$ cat config.mk
export PLATFORM = sky130hd
export DESIGN_NAME = led_ctrl
export DESIGN_NICKNAME = d
export VERILOG_FILES = /design/src/rtl/led_pkg.sv /design/src/rtl/led_regs.sv /design/src/rtl/led_tick.sv /design/src/rtl/led_chan.sv /design/src/rtl/led_ctrl.sv
export SDC_FILE = /design/constraint.sdc
export NUM_CORES = 1
export LEC_CHECK = 0
export ABC_CLOCK_PERIOD_IN_PS = 6780
export BUFFER_PORTS_ARGS = -buffer_cell sky130_fd_sc_hd__buf_2
export CORE_ASPECT_RATIO = 0.6
export CORE_UTILIZATION = 55
export CTS_CLUSTER_SIZE = 8
export DETAILED_ROUTE_END_ITERATION = 10
export PLACE_DENSITY = 0.73
export SLEW_MARGIN = 20
export SYNTH_ARGS = -nofsm -noshare
export SYNTH_HDL_FRONTEND = slang
export SYNTH_SLANG_ARGS = --single-unit
$ cat constraint.sdc
create_clock -name clk -period 6.78 [get_ports clk]
set_clock_uncertainty 0.15 [all_clocks]
set_input_delay 2.034 -clock clk [delete_from_list [all_inputs] [get_ports clk]]
set_output_delay 2.034 -clock clk [all_outputs]
set_load 0.02 [all_outputs]
$ cat src/rtl/led_pkg.sv
package led_pkg;

  localparam int WORD_W = 16;

  localparam int A_CTRL   = 'h21;
  localparam int A_ONTIME = 'h22;
  localparam int A_PERIOD = 'h23;
  localparam int A_RULE0  = 'h24;

  localparam logic [WORD_W-1:0] KEEP_CTRL  = 16'h800F;
  localparam logic [WORD_W-1:0] KEEP_LIT   = 16'hC17F;
  localparam logic [WORD_W-1:0] KEEP_FLASH = 16'h0FFF;

  localparam int C_EXT = 15;
  localparam int C_RUN = 3;

  localparam int L_G1000 = 0;
  localparam int L_M100  = 1;
  localparam int L_M10   = 2;
  localparam int L_DOWN  = 3;
  localparam int L_FULL  = 4;
  localparam int L_HALF  = 5;
  localparam int L_FORCE = 6;
  localparam int L_G2500 = 8;
  localparam int L_POL   = 14;
  localparam int L_EN    = 15;

  localparam int F_FORCE = 9;

  typedef enum logic [1:0] {
    SPD_10   = 2'd0,
    SPD_100  = 2'd1,
    SPD_1000 = 2'd2,
    SPD_2500 = 2'd3
  } speed_e;

  typedef struct packed {
    logic   up;
    speed_e spd;
    logic   fdx;
  } link_t;

  typedef struct packed {
    logic tx;
    logic rx;
    logic col;
    logic crc;
    logic idle;
  } act_t;

  // Steady-lit match of a lit-rule word against the link state.
  function automatic logic lit_match(input logic [WORD_W-1:0] r, input link_t lk);
    logic h;
    if (!lk.up) begin
      h = r[L_DOWN];
    end else begin
      h = (r[L_FULL] & lk.fdx) | (r[L_HALF] & ~lk.fdx);
      case (lk.spd)
        SPD_10:   h = h | r[L_M10];
        SPD_100:  h = h | r[L_M100];
        SPD_1000: h = h | r[L_G1000];
        SPD_2500: h = h | r[L_G2500];
      endcase
    end
    return h;
  endfunction

  // Flash event match of a flash-rule word against this cycle's pulses.
  function automatic logic flash_match(input logic [WORD_W-1:0] r, input link_t lk,
                                       input act_t a);
    logic h;
    h = (a.col & r[6]) | (a.crc & r[7]) | (a.idle & r[8]);
    case (lk.spd)
      SPD_10:   h = h | (a.tx & r[4])  | (a.rx & r[5]);
      SPD_100:  h = h | (a.tx & r[2])  | (a.rx & r[3]);
      SPD_1000: h = h | (a.tx & r[0])  | (a.rx & r[1]);
      SPD_2500: h = h | (a.tx & r[10]) | (a.rx & r[11]);
    endcase
    return h & lk.up;
  endfunction

  // True when the count has reached the last tick of the period.
  function automatic logic period_done(input logic [WORD_W-1:0] cnt,
                                       input logic [WORD_W-1:0] per);
    return ({1'b0, cnt} + 17'd1) >= {1'b0, per};
  endfunction

endpackage

$ cat src/rtl/led_regs.sv
module led_regs
  import led_pkg::*;
#(
  parameter int N_LED  = 3,
  parameter int ADDR_W = 8
) (
  input  logic                          clk,
  input  logic                          rst_n,
  input  logic                          wr,
  input  logic [ADDR_W-1:0]             addr,
  input  logic [WORD_W-1:0]             wdata,
  output logic [WORD_W-1:0]             rdata,
  output logic                          ext_en,
  output logic                          run_en,
  output logic [WORD_W-1:0]             ontime_q,
  output logic [WORD_W-1:0]             period_q,
  output logic [N_LED-1:0][WORD_W-1:0]  lit_q,
  output logic [N_LED-1:0][WORD_W-1:0]  flash_q
);

  logic [WORD_W-1:0] ctrl_q;

  always_ff @(posedge clk) begin
    if (!rst_n) begin
      ctrl_q   <= '0;
      ontime_q <= '0;
      period_q <= '0;
    end else if (wr) begin
      if (addr == ADDR_W'(A_CTRL))   ctrl_q   <= wdata & KEEP_CTRL;
      if (addr == ADDR_W'(A_ONTIME)) ontime_q <= wdata;
      if (addr == ADDR_W'(A_PERIOD)) period_q <= wdata;
    end
  end

  for (genvar i = 0; i < N_LED; i++) begin : g_rule
    localparam logic [ADDR_W-1:0] A_LIT   = ADDR_W'(A_RULE0 + 2 * i);
    localparam logic [ADDR_W-1:0] A_FLASH = ADDR_W'(A_RULE0 + 2 * i + 1);
    always_ff @(posedge clk) begin
      if (!rst_n) begin
        lit_q[i]   <= '0;
        flash_q[i] <= '0;
      end else if (wr) begin
        if (addr == A_LIT)   lit_q[i]   <= wdata & KEEP_LIT;
        if (addr == A_FLASH) flash_q[i] <= wdata & KEEP_FLASH;
      end
    end
  end

  always_comb begin
    rdata = '0;
    if (addr == ADDR_W'(A_CTRL))   rdata = ctrl_q;
    if (addr == ADDR_W'(A_ONTIME)) rdata = ontime_q;
    if (addr == ADDR_W'(A_PERIOD)) rdata = period_q;
    for (int i = 0; i < N_LED; i++) begin
      if (addr == ADDR_W'(A_RULE0 + 2 * i))     rdata = lit_q[i];
      if (addr == ADDR_W'(A_RULE0 + 2 * i + 1)) rdata = flash_q[i];
    end
  end

  assign ext_en = ctrl_q[C_EXT];
  assign run_en = ctrl_q[C_RUN];

endmodule

$ cat src/rtl/led_tick.sv
module led_tick #(
  parameter int DIV = 4
) (
  input  logic clk,
  input  logic rst_n,
  input  logic run,
  output logic tick
);

  if (DIV <= 1) begin : g_pass
    assign tick = run;
  end else begin : g_div
    localparam int CW = $clog2(DIV);
    localparam logic [CW-1:0] LAST = CW'(DIV - 1);
    logic [CW-1:0] cnt;

    always_ff @(posedge clk) begin
      if (!rst_n || !run)  cnt <= '0;
      else if (cnt == LAST) cnt <= '0;
      else                 cnt <= cnt + 1'b1;
    end

    assign tick = run && (cnt == LAST);
  end

endmodule

$ cat src/rtl/led_chan.sv
module led_chan
  import led_pkg::*;
(
  input  logic              clk,
  input  logic              rst_n,
  input  logic              gate,
  input  logic              tick,
  input  logic [WORD_W-1:0] lit_rule,
  input  logic [WORD_W-1:0] flash_rule,
  input  logic [WORD_W-1:0] ontime,
  input  logic [WORD_W-1:0] period,
  input  link_t             lk,
  input  act_t              act,
  output logic              lit,
  output logic              led_o
);

  logic              active;
  logic [WORD_W-1:0] cnt;
  logic              pend;
  logic              live, evt, req_evt, req, steady, blink_on;
  logic              unused_bits;

  assign unused_bits = ^{lit_rule[13:9], lit_rule[7], flash_rule[15:12]};

  assign live     = gate & lit_rule[L_EN];
  assign evt      = flash_match(flash_rule, lk, act);
  assign req_evt  = pend | evt;
  assign req      = req_evt | flash_rule[F_FORCE];
  assign steady   = lit_rule[L_FORCE] | lit_match(lit_rule, lk);
  assign blink_on = active && (cnt < ontime);
  assign lit      = live & (steady | blink_on);

  always_ff @(posedge clk) begin
    if (!rst_n || !live) begin
      active <= 1'b0;
      cnt    <= '0;
      pend   <= 1'b0;
    end else if (tick) begin
      if (!active) begin
        active <= req;
        cnt    <= '0;
        pend   <= 1'b0;
      end else if (period_done(cnt, period)) begin
        active <= req;
        cnt    <= '0;
        pend   <= 1'b0;
      end else begin
        cnt  <= cnt + 1'b1;
        pend <= req_evt;
      end
    end else begin
      pend <= req_evt;
    end
  end

  always_ff @(posedge clk) begin
    if (!rst_n) led_o <= 1'b1;
    else        led_o <= lit_rule[L_POL] ? lit : ~lit;
  end

endmodule

$ cat src/rtl/led_ctrl.sv
module led_ctrl
  import led_pkg::*;
#(
  parameter int N_LED    = 3,
  parameter int TICK_DIV = 4,
  parameter int ADDR_W   = 8
) (
  input  logic              clk,
  input  logic              rst_n,
  input  logic              reg_wr,
  input  logic [ADDR_W-1:0] reg_addr,
  input  logic [15:0]       reg_wdata,
  output logic [15:0]       reg_rdata,
  input  logic              link_up,
  input  logic [1:0]        link_speed,
  input  logic              link_fdx,
  input  logic              tx_pkt,
  input  logic              rx_pkt,
  input  logic              col_evt,
  input  logic              crc_err,
  input  logic              idle_err,
  output logic [N_LED-1:0]  led_out
);

  logic                         ext_en, run_en, gate_on, tick;
  logic [WORD_W-1:0]            ontime_q, period_q;
  logic [N_LED-1:0][WORD_W-1:0] lit_q, flash_q;
  logic [N_LED-1:0]             pol_vec, en_vec, fon_vec, lit_vec;
  link_t                        lk;
  act_t                         act;

  assign lk  = '{up: link_up, spd: speed_e'(link_speed), fdx: link_fdx};
  assign act = '{tx: tx_pkt, rx: rx_pkt, col: col_evt, crc: crc_err, idle: idle_err};

  led_regs #(.N_LED(N_LED), .ADDR_W(ADDR_W)) u_regs (
    .clk(clk), .rst_n(rst_n), .wr(reg_wr), .addr(reg_addr), .wdata(reg_wdata),
    .rdata(reg_rdata), .ext_en(ext_en), .run_en(run_en), .ontime_q(ontime_q),
    .period_q(period_q), .lit_q(lit_q), .flash_q(flash_q)
  );

  assign gate_on = ext_en & run_en;

  led_tick #(.DIV(TICK_DIV)) u_tick (
    .clk(clk), .rst_n(rst_n), .run(run_en), .tick(tick)
  );

  for (genvar i = 0; i < N_LED; i++) begin : g_led
    assign pol_vec[i] = lit_q[i][L_POL];
    assign en_vec[i]  = lit_q[i][L_EN];
    assign fon_vec[i] = lit_q[i][L_FORCE];

    led_chan u_chan (
      .clk(clk), .rst_n(rst_n), .gate(gate_on), .tick(tick),
      .lit_rule(lit_q[i]), .flash_rule(flash_q[i]), .ontime(ontime_q),
      .period(period_q), .lk(lk), .act(act), .lit(lit_vec[i]), .led_o(led_out[i])
    );
  end

endmodule

==> results.sh <==
export IMPL_result_of_the_run="finished, final reports clean"
export IMPL_fin_tns_setup_ns=0
export IMPL_syn_inst=1304
export IMPL_ctsHtreeMaxLevel=4
export IMPL_post_synth_instance_area_mm2=0.0106
export IMPL_std_cell_rows=38
export IMPL_grt_setup_unrepaired="false"
export IMPL_fmax_mhz=155
export IMPL_vdd_ir_drop_worst_uv=197
export IMPL_synth_distinct_cells=75
export IMPL_cts_hold_repair_buffers=0
export IMPL_insertion_delay_to_the_later_sink_of_the_worst_skew_pair_ns=0.44
export IMPL_p_per_area_mw_per_mm2=174
export IMPL_setup_violations_final=0
export IMPL_ctsRootBufferMaster="sky130_fd_sc_hd__clkbuf_16"
export IMPL_synth_ff_latch_count=162
export IMPL_tritoncts_clock_tree="built"
export IMPL_die_height_um=110
export IMPL_reg2reg_to="g_led[1].u_chan.pend"
export IMPL_mostFrequentLayoutCell="sky130_fd_sc_hd__nand2_1"
export IMPL_num_nets_final=1453
export IMPL_postRouteWirelength_um=36100
export IMPL_post_drt_wl_per_cell_um=23.0
export IMPL_hold_path_startpoint="u_tick.g_div.cnt[0]"
export IMPL_arrival_ns=4.26
export IMPL_path_cells="buf_2 > or4b_4 > or3_1 > nor2_2 > a21oi_1 > o21ai_0 > a221o_1 > buf_2"
export IMPL_cts_buffers_inserted=17
export IMPL_slowest_cp_cell="sky130_fd_sc_hd__or4b_4"
export IMPL_dominantRegCellSynth="sky130_fd_sc_hd__dfxtp_1"
export IMPL_ioPinCount=55
export IMPL_timing_reg2reg_setup_slack_ns=2.48
export IMPL_worst_ep_required_time_ns=4.60
export IMPL_cts_repair_resize_count=0
export IMPL_share_of_layout_cells_above_drive_strength_1=0.117
export IMPL_drv_max_cap_violation_count=0
export IMPL_area_growth_synth_to_final_pct=9.23
export IMPL_nFillCells=1613
export IMPL_min_delay_worst_endpoint="u_tick.g_div.cnt[0]"
export IMPL_antenna_diode_count=0
export IMPL_avgSynthCellArea_um2=8.16
export IMPL_critical_path_startpoint="reg_addr[4]"
export IMPL_worst_slew_margin_rel=0.243
export IMPL_cp_start_kind="primary input"
export IMPL_path_common_cell="sky130_fd_sc_hd__buf_2"
export IMPL_initial_utilization=0.575
export IMPL_timing_critical_path_buf_inv=2
export IMPL_antenna_found_initial=0
export IMPL_final_max_slew_violation_count=0
export IMPL_grt_max_degree=108
export IMPL_yosysWarningCount=0
export IMPL_worstHoldPathCells=1
export IMPL_slowest_delay_ns=0.57
export IMPL_hpwl_um=27300
export IMPL_cts_post_setup_buffers_inserted=0
export IMPL_final_hold_worst_slack_ns=0.291
export IMPL_die_width_um=182
export IMPL_first_global_vias=9298
export IMPL_dr_total_vias=10300
export IMPL_synth_enable_flop_cells=0
export IMPL_synth_seq_area_share=0.305
export IMPL_synth_async_sr_flop_share=0
export IMPL_most_common_layout_cells="sky130_fd_sc_hd__nand2_1, sky130_fd_sc_hd__dfxtp_1, sky130_fd_sc_hd__ha_1"
export IMPL_drt_iter0_markers=1407
export IMPL_grt_overflow_total=0
export IMPL_clkSlewWorstSetupHoldPaths_ns=0.06
export IMPL_floorplan_die_area_mm2=0.0199
export IMPL_wire_length_of_the_first_global_routing_pass_um=55100
export IMPL_area_of_the_core_mm2=0.0185
export IMPL_detail_route_first_pass_iterations=6
export IMPL_hold_violations=0
export IMPL_global_route_usage_total=0.373
export IMPL_start_of_the_worst_register_to_register_path="g_led[1].u_chan.cnt[0]"
export IMPL_place_gp_congestion=0.991
export IMPL_post_route_min_period_ns=6.45
export IMPL_critical_path_max_fanout=7
export IMPL_viasPerCell=6.55
export IMPL_holdCritPathClass="reg2reg"
export IMPL_criticalPathCategory="in2out"
export IMPL_static_leakage_power_nw=4.35
export IMPL_drc=0
export IMPL_worst_slew_pin_slew_ns=1.13
export IMPL_clock_path_buffers=2
export IMPL_mappedNetlistNets=1437
export IMPL_timing_critical_path_to_type="primary output"
export IMPL_r2r_worst_path_cells=12
export IMPL_antenna_violating_nets_post_route=0
export IMPL_port_buffers=54
export IMPL_clock_sink_count=162
export IMPL_final_period_utilization=0.951
export IMPL_critPathTopFamily="simple AND/OR/NAND/NOR gates"
==> metal layers <==
layer	vias up	share of wire	GRT usage
met5	-	0	0
met4	0	0.012	0.0787
met3	34	0.17	0.178
met2	623	0.36	0.480
met1	4880	0.45	0.543
li1	4768	-	-
==> how the worst max path moves through the flow <==
stage | endpoint | slack (ns) | cells after the start
detailed placement | reg_rdata[8] | 0.38 | 8
global route | reg_rdata[8] | 0.22 | 8
global placement | reg_rdata[8] | 0.38 | 8
finish | reg_rdata[8] | 0.33 | 8
CTS | reg_rdata[8] | 0.38 | 8
floorplan | reg_rdata[10] | 0.71 | 6
==> state kept, by name (all words and copies together), names as in the netlist <==
name and count:
u_regs.period_q 16, u_tick.g_div.cnt 2, u_regs.ontime_q 16, g_led.u_chan.active 3, g_led.u_chan.pend 3, u_regs.lit_q 30
g_led.u_chan.cnt 48, u_regs.flash_q 36, g_led.u_chan.led_o 3, u_regs.ctrl_q 5
==> area by class of cell <==
type                            instances  area (um2)  area share
Tap cell                              240         300      0.0258
Multi-Input combinational cell       1014        6900       0.593
Timing Repair Buffer                   71         398      0.0342
Clock buffer                           21         480      0.0413
Inverter                               54         203      0.0174
Sequential cell                       162        3240       0.279
Clock inverter                         11         103     0.00883
==> where the power goes <==
part           total [mW]  switching [mW]  internal (mW)
clock               0.971           0.424          0.546
combinational      0.0982          0.0668         0.0314
sequential          0.953        0.000964          0.952
total                2.02           0.492           1.53
==> cells by family after synthesis <==
family	Yosys count	share of synthesized area
buffers and inverters	128	0.0496
muxes	42	0.0437
and+or+nand+nor	517	0.232
xor gates and xnor gates	34	0.0280
DFF	162	0.305
AOI/OAI and AO/OA	324	0.228
adders and majority gates	97	0.114
==> synth_stat cells (all sizes together), types with 4 or more instances <==
cell / n / share of area
and2: 8 / 0.0047
a31oi: 7 / 0.0041
o32ai: 5 / 0.0041
inv: 52 / 0.018
xnor2: 22 / 0.018
nand2b: 11 / 0.0065
a32o: 9 / 0.0085
buf: 18 / 0.011
a21boi: 88 / 0.068
clkbuf: 56 / 0.020
a22oi: 10 / 0.0071
nand2: 243 / 0.086
o221ai: 4 / 0.0033
nor3: 21 / 0.011
dfxtp: 162 / 0.30
or2: 8 / 0.0047
nor3b: 8 / 0.0056
a21o: 13 / 0.0092
a221oi: 10 / 0.0082
mux2i: 33 / 0.031
nor2: 54 / 0.022
a21oi: 42 / 0.020
nand4: 19 / 0.011
o2111ai: 9 / 0.0074
o31ai: 7 / 0.0049
a222oi: 10 / 0.0094
o21ai: 38 / 0.018
o22ai: 10 / 0.0059
a221o: 4 / 0.0038
nand3: 79 / 0.038
a41oi: 10 / 0.0082
or3: 7 / 0.0041
nor2b: 25 / 0.015
xor2: 12 / 0.0099
a211oi: 16 / 0.011
nand3b: 4 / 0.0028
mux2: 6 / 0.0063
ha: 97 / 0.11
and3: 15 / 0.0088
nor4: 7 / 0.0047
==> metrics by stage <==
stage / power (mW) / instances / utilization / cell area (um2) / worst slack (ns)
3_5_place_dp: 1.07 / 1541 / 0.596 / 11000 / 0.383
3_3_place_gp: 1.07 / 1541 / 0.596 / 11000 / 0.385
5_1_grt: 2.06 / 1573 / 0.628 / 11600 / 0.221
2_1_floorplan: 1.03 / 1304 / - / 10600 / 0.711
6_report: 2.02 / 1573 / 0.628 / 11600 / 0.333
4_1_cts: 2.02 / 1573 / 0.628 / 11600 / 0.382
Note: power is estimated with default switching activity, not from simulation.
